<file path="config.mk">
export PLATFORM = sky130hd
export DESIGN_NAME = insn_field_decoder
export DESIGN_NICKNAME = d
export VERILOG_FILES = /design/src/rtl/ifd_pkg.sv /design/src/rtl/ifd_byte_class.sv /design/src/rtl/ifd_addr_rules.sv /design/src/rtl/ifd_disp_acc.sv /design/src/rtl/insn_field_decoder.sv
export SDC_FILE = /design/constraint.sdc
export NUM_CORES = 1
export LEC_CHECK = 0
export BUFFER_PORTS_ARGS = -buffer_cell sky130_fd_sc_hd__buf_4
export CAP_MARGIN = 20
export CORE_ASPECT_RATIO = 1.25
export CORE_MARGIN = 5
export CORE_UTILIZATION = 40
export DETAILED_ROUTE_END_ITERATION = 8
export HOLD_SLACK_MARGIN = 0.05
export PLACE_DENSITY_LB_ADDON = 0.05
export SYNTH_ARGS = -nofsm -noshare
export SYNTH_HDL_FRONTEND = slang
export SYNTH_SLANG_ARGS = --single-unit
</file>
<file path="constraint.sdc">
create_clock -name clk -period 2.47 [get_ports clk]
set_input_delay 0.1235 -clock clk [delete_from_list [all_inputs] [get_ports clk]]
set_output_delay 0.1235 -clock clk [all_outputs]
set_load 0.005 [all_outputs]
</file>
<file path="src/rtl/ifd_pkg.sv">
package ifd_pkg;
  localparam int BYTE_W     = 8;
  localparam int DISP_W     = 32;
  localparam int DISP_BYTES = DISP_W / BYTE_W;
  localparam int CNT_W      = $clog2(DISP_BYTES + 1);
  localparam int RNUM_W     = 4;
  localparam int SEG_W      = 3;

  localparam logic [1:0] MODE16 = 2'd0;
  localparam logic [1:0] MODE64 = 2'd2;

  localparam logic [SEG_W-1:0] SEG_DEFAULT = 3'd3;

  typedef enum logic [2:0] {
    K_OPC, K_SEG, K_OPSZ, K_ADSZ, K_IGN, K_REX, K_ESC
  } byte_kind_e;

  typedef enum logic [2:0] {
    ST_PFX, ST_MODRM, ST_SIB, ST_DISP, ST_OUT
  } parse_state_e;
endpackage

</file>
<file path="src/rtl/ifd_byte_class.sv">
module ifd_byte_class
  import ifd_pkg::*;
(
  input  logic [BYTE_W-1:0] byte_i,
  input  logic              long_mode_i,
  output byte_kind_e        kind_o,
  output logic [SEG_W-1:0]  seg_o
);
  always_comb begin
    kind_o = K_OPC;
    seg_o  = '0;
    case (byte_i)
      8'h26: begin kind_o = K_SEG; seg_o = 3'd0; end
      8'h2E: begin kind_o = K_SEG; seg_o = 3'd1; end
      8'h36: begin kind_o = K_SEG; seg_o = 3'd2; end
      8'h3E: begin kind_o = K_SEG; seg_o = 3'd3; end
      8'h64: begin kind_o = K_SEG; seg_o = 3'd4; end
      8'h65: begin kind_o = K_SEG; seg_o = 3'd5; end
      8'h66: kind_o = K_OPSZ;
      8'h67: kind_o = K_ADSZ;
      8'hF0, 8'hF2, 8'hF3: kind_o = K_IGN;
      8'hC4, 8'h8F: kind_o = K_ESC;
      default: begin
        if (long_mode_i && byte_i[7:4] == 4'h4) kind_o = K_REX;
      end
    endcase
  end
endmodule

</file>
<file path="src/rtl/ifd_addr_rules.sv">
module ifd_addr_rules
  import ifd_pkg::*;
(
  input  logic [1:0]        mode_i,
  input  logic [BYTE_W-1:0] modrm_i,
  input  logic [2:0]        sib_base_i,
  output logic              need_sib_o,
  output logic [CNT_W-1:0]  disp_len_o
);
  logic       narrow;
  logic [1:0] md;
  logic [2:0] rm;

  always_comb begin
    narrow     = (mode_i == MODE16);
    md         = modrm_i[7:6];
    rm         = modrm_i[2:0];
    need_sib_o = !narrow && (md != 2'b11) && (rm == 3'b100);
    disp_len_o = '0;
    if (narrow) begin
      case (md)
        2'b01:   disp_len_o = CNT_W'(1);
        2'b10:   disp_len_o = CNT_W'(2);
        2'b00:   if (rm == 3'b110) disp_len_o = CNT_W'(2);
        default: disp_len_o = '0;
      endcase
    end else begin
      case (md)
        2'b01:   disp_len_o = CNT_W'(1);
        2'b10:   disp_len_o = CNT_W'(DISP_BYTES);
        2'b00: begin
          if (rm == 3'b101)
            disp_len_o = CNT_W'(DISP_BYTES);
          else if (rm == 3'b100 && sib_base_i == 3'b101)
            disp_len_o = CNT_W'(DISP_BYTES);
        end
        default: disp_len_o = '0;
      endcase
    end
  end
endmodule

</file>
<file path="src/rtl/ifd_disp_acc.sv">
module ifd_disp_acc
  import ifd_pkg::*;
(
  input  logic              clk,
  input  logic              rst_n,
  input  logic              clr_i,
  input  logic              wr_en_i,
  input  logic [CNT_W-1:0]  wr_idx_i,
  input  logic [BYTE_W-1:0] wr_byte_i,
  input  logic [CNT_W-1:0]  len_i,
  output logic [DISP_W-1:0] disp_o
);
  localparam int IDX_W = $clog2(DISP_W);

  wire [DISP_W-1:0] raw;

  for (genvar g = 0; g < DISP_BYTES; g++) begin : g_lane
    logic [BYTE_W-1:0] lane_q;
    logic              lane_en;
    assign lane_en = wr_en_i && (wr_idx_i == CNT_W'(g));
    always_ff @(posedge clk or negedge rst_n) begin
      if (!rst_n)       lane_q <= '0;
      else if (clr_i)   lane_q <= '0;
      else if (lane_en) lane_q <= wr_byte_i;
    end
    assign raw[g*BYTE_W +: BYTE_W] = lane_q;
  end

  int   sel;
  logic sgn;
  always_comb begin
    sel = int'(len_i) * BYTE_W;
    sgn = (sel == 0) ? 1'b0 : raw[IDX_W'(sel - 1)];
    for (int k = 0; k < DISP_W; k++) disp_o[k] = (k < sel) ? raw[k] : sgn;
  end

  assert_lane_in_range_R9: assert property (@(posedge clk) disable iff (!rst_n)
    wr_en_i |-> (int'(wr_idx_i) < DISP_BYTES) && (wr_idx_i < len_i));
endmodule

</file>
<file path="src/rtl/insn_field_decoder.sv">
module insn_field_decoder
  import ifd_pkg::*;
(
  input  logic              clk,
  input  logic              rst_n,
  input  logic [1:0]        mode,
  input  logic              in_valid,
  input  logic [BYTE_W-1:0] in_byte,
  output logic              in_ready,
  output logic              out_valid,
  input  logic              out_ready,
  output logic [SEG_W-1:0]  out_seg,
  output logic              out_seg_ovr,
  output logic              out_opsz,
  output logic              out_adsz,
  output logic              out_rexw,
  output logic              out_dir,
  output logic              out_wide,
  output logic              out_unsup,
  output logic              out_has_sib,
  output logic [1:0]        out_mod,
  output logic [RNUM_W-1:0] out_reg,
  output logic [RNUM_W-1:0] out_index,
  output logic [RNUM_W-1:0] out_base,
  output logic [1:0]        out_scale,
  output logic [DISP_W-1:0] out_disp
);
  parse_state_e      state_q, state_d;
  logic [SEG_W-1:0]  seg_q, seg_d;
  logic              ovr_q, ovr_d, opsz_q, opsz_d, adsz_q, adsz_d;
  logic              rexv_q, rexv_d;
  logic [3:0]        rex_q, rex_d;
  logic              dir_q, dir_d, wide_q, wide_d, unsup_q, unsup_d;
  logic              sibv_q, sibv_d;
  logic [BYTE_W-1:0] modrm_q, modrm_d, sib_q, sib_d;
  logic [CNT_W-1:0]  dlen_q, dlen_d, dcnt_q, dcnt_d;

  logic              take, done;
  byte_kind_e        kind;
  logic [SEG_W-1:0]  cls_seg;
  logic [BYTE_W-1:0] rule_modrm;
  logic              need_sib;
  logic [CNT_W-1:0]  rule_len;

  assign in_ready  = (state_q != ST_OUT);
  assign out_valid = (state_q == ST_OUT);
  assign take      = in_valid && in_ready;
  assign done      = out_valid && out_ready;

  ifd_byte_class u_class (
    .byte_i      (in_byte),
    .long_mode_i (mode == MODE64),
    .kind_o      (kind),
    .seg_o       (cls_seg)
  );

  assign rule_modrm = (state_q == ST_SIB) ? modrm_q : in_byte;

  ifd_addr_rules u_rules (
    .mode_i     (mode),
    .modrm_i    (rule_modrm),
    .sib_base_i (in_byte[2:0]),
    .need_sib_o (need_sib),
    .disp_len_o (rule_len)
  );

  ifd_disp_acc u_disp (
    .clk       (clk),
    .rst_n     (rst_n),
    .clr_i     (done),
    .wr_en_i   (take && state_q == ST_DISP),
    .wr_idx_i  (dcnt_q),
    .wr_byte_i (in_byte),
    .len_i     (dlen_q),
    .disp_o    (out_disp)
  );

  always_comb begin
    state_d = state_q;
    seg_d   = seg_q;   ovr_d  = ovr_q;  opsz_d = opsz_q; adsz_d = adsz_q;
    rexv_d  = rexv_q;  rex_d  = rex_q;
    dir_d   = dir_q;   wide_d = wide_q; unsup_d = unsup_q;
    sibv_d  = sibv_q;  modrm_d = modrm_q; sib_d = sib_q;
    dlen_d  = dlen_q;  dcnt_d = dcnt_q;
    case (state_q)
      ST_PFX: if (take) begin
        case (kind)
          K_SEG:  begin seg_d = cls_seg; ovr_d = 1'b1; rexv_d = 1'b0; end
          K_OPSZ: begin opsz_d = 1'b1; rexv_d = 1'b0; end
          K_ADSZ: begin adsz_d = 1'b1; rexv_d = 1'b0; end
          K_IGN:  rexv_d = 1'b0;
          K_REX:  begin rexv_d = 1'b1; rex_d = in_byte[3:0]; end
          K_ESC:  begin unsup_d = 1'b1; rexv_d = 1'b0; state_d = ST_OUT; end
          default: begin
            dir_d   = in_byte[1];
            wide_d  = in_byte[0];
            state_d = ST_MODRM;
          end
        endcase
      end
      ST_MODRM: if (take) begin
        modrm_d = in_byte;
        if (need_sib) begin
          sibv_d  = 1'b1;
          state_d = ST_SIB;
        end else begin
          dlen_d  = rule_len;
          state_d = (rule_len != '0) ? ST_DISP : ST_OUT;
        end
      end
      ST_SIB: if (take) begin
        sib_d   = in_byte;
        dlen_d  = rule_len;
        state_d = (rule_len != '0) ? ST_DISP : ST_OUT;
      end
      ST_DISP: if (take) begin
        dcnt_d = dcnt_q + CNT_W'(1);
        if (dcnt_q + CNT_W'(1) == dlen_q) state_d = ST_OUT;
      end
      default: if (done) begin
        state_d = ST_PFX;
        seg_d   = SEG_DEFAULT; ovr_d = 1'b0; opsz_d = 1'b0; adsz_d = 1'b0;
        rexv_d  = 1'b0; rex_d = '0;
        dir_d   = 1'b0; wide_d = 1'b0; unsup_d = 1'b0;
        sibv_d  = 1'b0; modrm_d = '0; sib_d = '0;
        dlen_d  = '0;   dcnt_d = '0;
      end
    endcase
  end

  always_ff @(posedge clk or negedge rst_n) begin
    if (!rst_n) begin
      state_q <= ST_PFX;
      seg_q   <= SEG_DEFAULT; ovr_q <= 1'b0; opsz_q <= 1'b0; adsz_q <= 1'b0;
      rexv_q  <= 1'b0; rex_q <= '0;
      dir_q   <= 1'b0; wide_q <= 1'b0; unsup_q <= 1'b0;
      sibv_q  <= 1'b0; modrm_q <= '0; sib_q <= '0;
      dlen_q  <= '0;   dcnt_q <= '0;
    end else begin
      state_q <= state_d;
      seg_q   <= seg_d;  ovr_q  <= ovr_d;  opsz_q <= opsz_d; adsz_q <= adsz_d;
      rexv_q  <= rexv_d; rex_q  <= rex_d;
      dir_q   <= dir_d;  wide_q <= wide_d; unsup_q <= unsup_d;
      sibv_q  <= sibv_d; modrm_q <= modrm_d; sib_q <= sib_d;
      dlen_q  <= dlen_d; dcnt_q <= dcnt_d;
    end
  end

  logic rex_r, rex_x, rex_b;
  assign rex_r = rexv_q & rex_q[2];
  assign rex_x = rexv_q & rex_q[1];
  assign rex_b = rexv_q & rex_q[0];

  assign out_seg     = seg_q;
  assign out_seg_ovr = ovr_q;
  assign out_opsz    = opsz_q;
  assign out_adsz    = adsz_q;
  assign out_rexw    = rexv_q & rex_q[3];
  assign out_dir     = dir_q;
  assign out_wide    = wide_q;
  assign out_unsup   = unsup_q;
  assign out_has_sib = sibv_q;
  assign out_mod     = modrm_q[7:6];
  assign out_reg     = {rex_r, modrm_q[5:3]};
  assign out_index   = sibv_q ? {rex_x, sib_q[5:3]} : '0;
  assign out_base    = sibv_q ? {rex_b, sib_q[2:0]} : {rex_b, modrm_q[2:0]};
  assign out_scale   = sibv_q ? sib_q[7:6] : 2'b00;

  assert_record_held_R2: assert property (@(posedge clk) disable iff (!rst_n)
    out_valid && !out_ready |=> out_valid && $stable(out_disp) && $stable(out_reg)
      && $stable(out_base) && $stable(out_index) && $stable(out_seg));

  assert_release_R2: assert property (@(posedge clk) disable iff (!rst_n)
    out_valid && out_ready |=> !out_valid && in_ready);

  assert_no_sib_fields_R8: assert property (@(posedge clk) disable iff (!rst_n)
    out_valid && !out_has_sib |-> out_index == '0 && out_scale == 2'b00);

  assert_escape_bare_R12: assert property (@(posedge clk) disable iff (!rst_n)
    out_valid && out_unsup |-> !out_has_sib && out_disp == '0 && out_mod == 2'b00);

  assert_narrow_no_sib_R7: assert property (@(posedge clk) disable iff (!rst_n)
    out_valid && mode == MODE16 && $stable(mode) |-> !out_has_sib);
endmodule

</file>
==> metrics.md <==
| Metric | Value |
|---|---|
| Total CTS buffers | 9 |
| Seq/Total Area, Yosys | 0.449 |
| CTS max path bufs | 2 |
| H-tree depth | 3 |
| Final setup fails | 0 |
| Core area | 9950 sq um |
| Clk sink count | a little over 70 |
| ANT nets after route | 0 |
| Area grow syn2layout | 22.3% |
| DR DRC count | 0 |
| Port bufs | 74 |
| Crit share post-route | 0.937 |
| Worst-case clock skew | approximately 0.006 ns |
| Synth warn | 0 |
| Crit-path max cell delay | approximately 0.45 ns |
| Cell with the largest stage delay on the worst path | dfrtp_2 |
| Pleak | 0.00254 uW |
| # nets final | between 500 and 600 |
| Total Die Area | 12200 sq um |
| Avg Vias per Cell | slightly above 5 |
| CP bufs+invs | 2 |
| Setup Crit Path Kind | reg2out |
| Root buffer cell | clkbuf_16 |
| Critical path's top delay family | simple AND/OR/NAND/NOR gates |
| Pins Over Slew Limit | 0 |
| Worst skew pair latency | around 0.33 ns |
| DIE HEIGHT | about 120 um |
| DP HPWL | 7.57 mm |
| Syn Inst Count | 450 |
| First-pass DRT Iterations | 4 |
| Post-Place Cells | around 630 |
| Place WS | 0.325 ns |
| Total GRT Usage | 0.192 |
| Non-filler cells, final | 644 |
| Psw | between 1500 and 2000 uW |
| Gr ovfl total | 0 |
| Initial DRC Count | 170 |
| Worst Tran Pin Value | roughly 0.96 ns |
| Worst path arrival time | ~2.2 ns |
| Initial Util | 0.404 |
| Int Power | between 3000 and 4000 uW |
| Peak Freq | 432 MHz |
| Pwr dens | around 1000 nW/um^2 |
| Design area | between 4000 and 5000 sq um |
| HP Class | in2reg |
| Final RePlAce weighted congestion | between 0.8 and 0.9 |
| Largest net degree at the start of global routing | 73 |
| CP Max Fanout | 10 |
| CP Launch Type | register |
| Seq pwr share | 0.395 |
| Min Clock Period, post-route | 2.31 ns |
| Yosys top cell area share | 0.436 |
| # rows | between 40 and 50 |
| Synth async-reset ratio | 1.00 |
| Initial antenna violation count | 0 |
| Number of diodes | 0 |
| Final WS setup | 0.157 ns |
| CTS tree | built |
| Share of cells above drive strength 1 | 0.247 |
| Average cell area after synthesis | around 9 sq um |
| CP required | about 2.4 ns |
| Outcome | completed |
| IO Pins | 75 |
| Max IR drop VDD | ~470 uV |
| Die Width | between 90 and 100 um |
| Post-DP Area | about 4600 sq um |
| Syn Std Cell Area | 4020 sq um |
| Final hold violation count | 0 |
| Critical-path cell list | inv_1, ha_1, mux4_2, nand2_2, nor3_4, a21o_1, buf_4 |
| Post-synth top flop | dfrtp_1 |
| #FFs+latches synth | around 70 |
| Clk pin slew, worst setup/hold paths | around 0.060 ns |
| CP Capture Type | output pin |
| First-pass GRT wire length | between 15 and 20 mm |
| Number of global-route vias before repair | 3307 |
| MaxCap Viol Count | 0 |
| Cell taking the most area after synthesis | dfrtp_1 |
| RSZ-0062 raised after global routing | false |
| Fin Setup TNS | 0 ns |
| Final WL | 11.3 mm |
| Top post-synthesis cells by area | dfrtp_1 (44%), nand2_1 (11%), a21oi_1 (3.9%) |
| Syn Nets | 470 |
| DR WL/cell | 17.5 um |
| Via count | between 3000 and 4000 |
| EDFF count, synth | 0 |
| Clock power share | 0.254 |
| Post-synth cell types | between 60 and 70 |
| Slew margin rel. | 0.360 |
| Sw Share | 0.354 |
| Comb pwr share | 0.351 |
==> power groups by stage <==
stage | combinational, uW | sequential, uW | clock [uW]
5_1_grt | 1930 | 1990 | 1340
2_1_floorplan | 1250 | 1810 | 0
4_1_cts | 1740 | 1930 | 1270
3_5_place_dp | 1730 | 1950 | 0
3_3_place_gp | 1720 | 1940 | 0
6_report | 1720 | 1940 | 1250
==> cell type report <==
type	count	area, sq um
clock buffer	14	274
clock inverter	2	12.5
fill	977	5040
inverter	13	48.8
multi-input combinational	331	1990
sequential	72	1810
tap	129	161
timing repair buffer	83	626
==> tightest hold or removal path: stages <==
cell     delay [ns]
buf_4          0.18
nand3_1        0.09
nand2_1        0.05
==> cells in the mapped netlist (all sizes together) (3+ instances only) <==
| master | number |
|---|---|
| buf | 27 |
| mux2 | 4 |
| inv | 13 |
| nor2 | 31 |
| o31ai | 3 |
| nor2b | 3 |
| nand2b | 4 |
| a22o | 11 |
| o21ai | 23 |
| a22oi | 3 |
| ha | 6 |
| clkbuf | 7 |
| nor4 | 3 |
| a21oi | 31 |
| nand3 | 7 |
| nor3b | 4 |
| nor3 | 4 |
| a21o | 18 |
| nand2 | 117 |
| mux2i | 10 |
| and2 | 15 |
| dfrtp | 70 |
==> layer usage <==
metal,vias up,wire length [um],track usage
li1,1645,-,-
met2,83,5610,0.312
met4,0,168,0.0692
met5,-,0,0
met3,11,567,0.0418
met1,1595,4930,0.252
==> cells in the final DEF (no fill, tap or decap), types with 4 or more instances in the layout <==
cell,Yosys,final
nand2_1,116,116
a21o_1,18,18
o21ai_1,4,4
nand3_1,7,7
nand2b_1,4,4
buf_4,10,82
o21ai_0,17,17
a22o_1,11,11
ha_1,6,6
dfrtp_1,70,68
mux2i_1,10,10
clkbuf_16,0,9
nor2_1,27,27
a21oi_1,31,31
and2_1,15,15
inv_1,12,12
==> flip-flops by register name, summed over array words and instances (netlist names) <==
register,cells
out_adsz,1
u_disp.g_lane.lane_q,32
sib_q,8
out_unsup,1
out_wide,1
state_q,3
out_dir,1
rex_q,4
out_has_sib,1
dlen_q,3
modrm_q,8
out_opsz,1
rexv_q,1
dcnt_q,3
out_seg_ovr,1
out_seg,3
==> final timing paths <==
check | to | start | slack (ns) | cells past startpoint
worst min register to register | rex_q[2] | rex_q[2] | 0.48 | 2
worst min-delay path | out_seg[1] | in_byte[4] | 0.13 | 3
worst max register to register | dlen_q[1] | state_q[2] | 0.29 | 5
max in group asynchronous | dlen_q[0] | rst_n | 1.29 | 2
worst max-delay path | out_disp[1] | dlen_q[0] | 0.16 | 7
min in group asynchronous | u_disp.g_lane[0].lane_q[0] | rst_n | 0.48 | 2
==> metrics by stage <==
stage               hold WS [ns]   util  total power (uW)
detailed placement         0.330  0.463              3680
global placement           0.331  0.463              3660
global route               0.124  0.494              5250
CTS                        0.125  0.492              4950
floorplan                 -0.172      -              3060
finish                     0.126  0.494              4900
==> cells by family after synthesis <==
logic type	Yosys count	synth area share
mux	15	0.0427
xor+xnor	3	0.00654
buf+inv	47	0.0579
fa+ha+maj	6	0.0187
simple gates	206	0.257
flops	72	0.449
compound gates	101	0.168
==> what timing repair did <==
item,in CTS,in global routing
setup endpoints to repair,0,24
hold buffers,1,0
endpoints found under the hold margin,70,0
resized for setup,0,3
setup buffers,0,1
No activity file was read; power rests on OpenSTA's default activity.
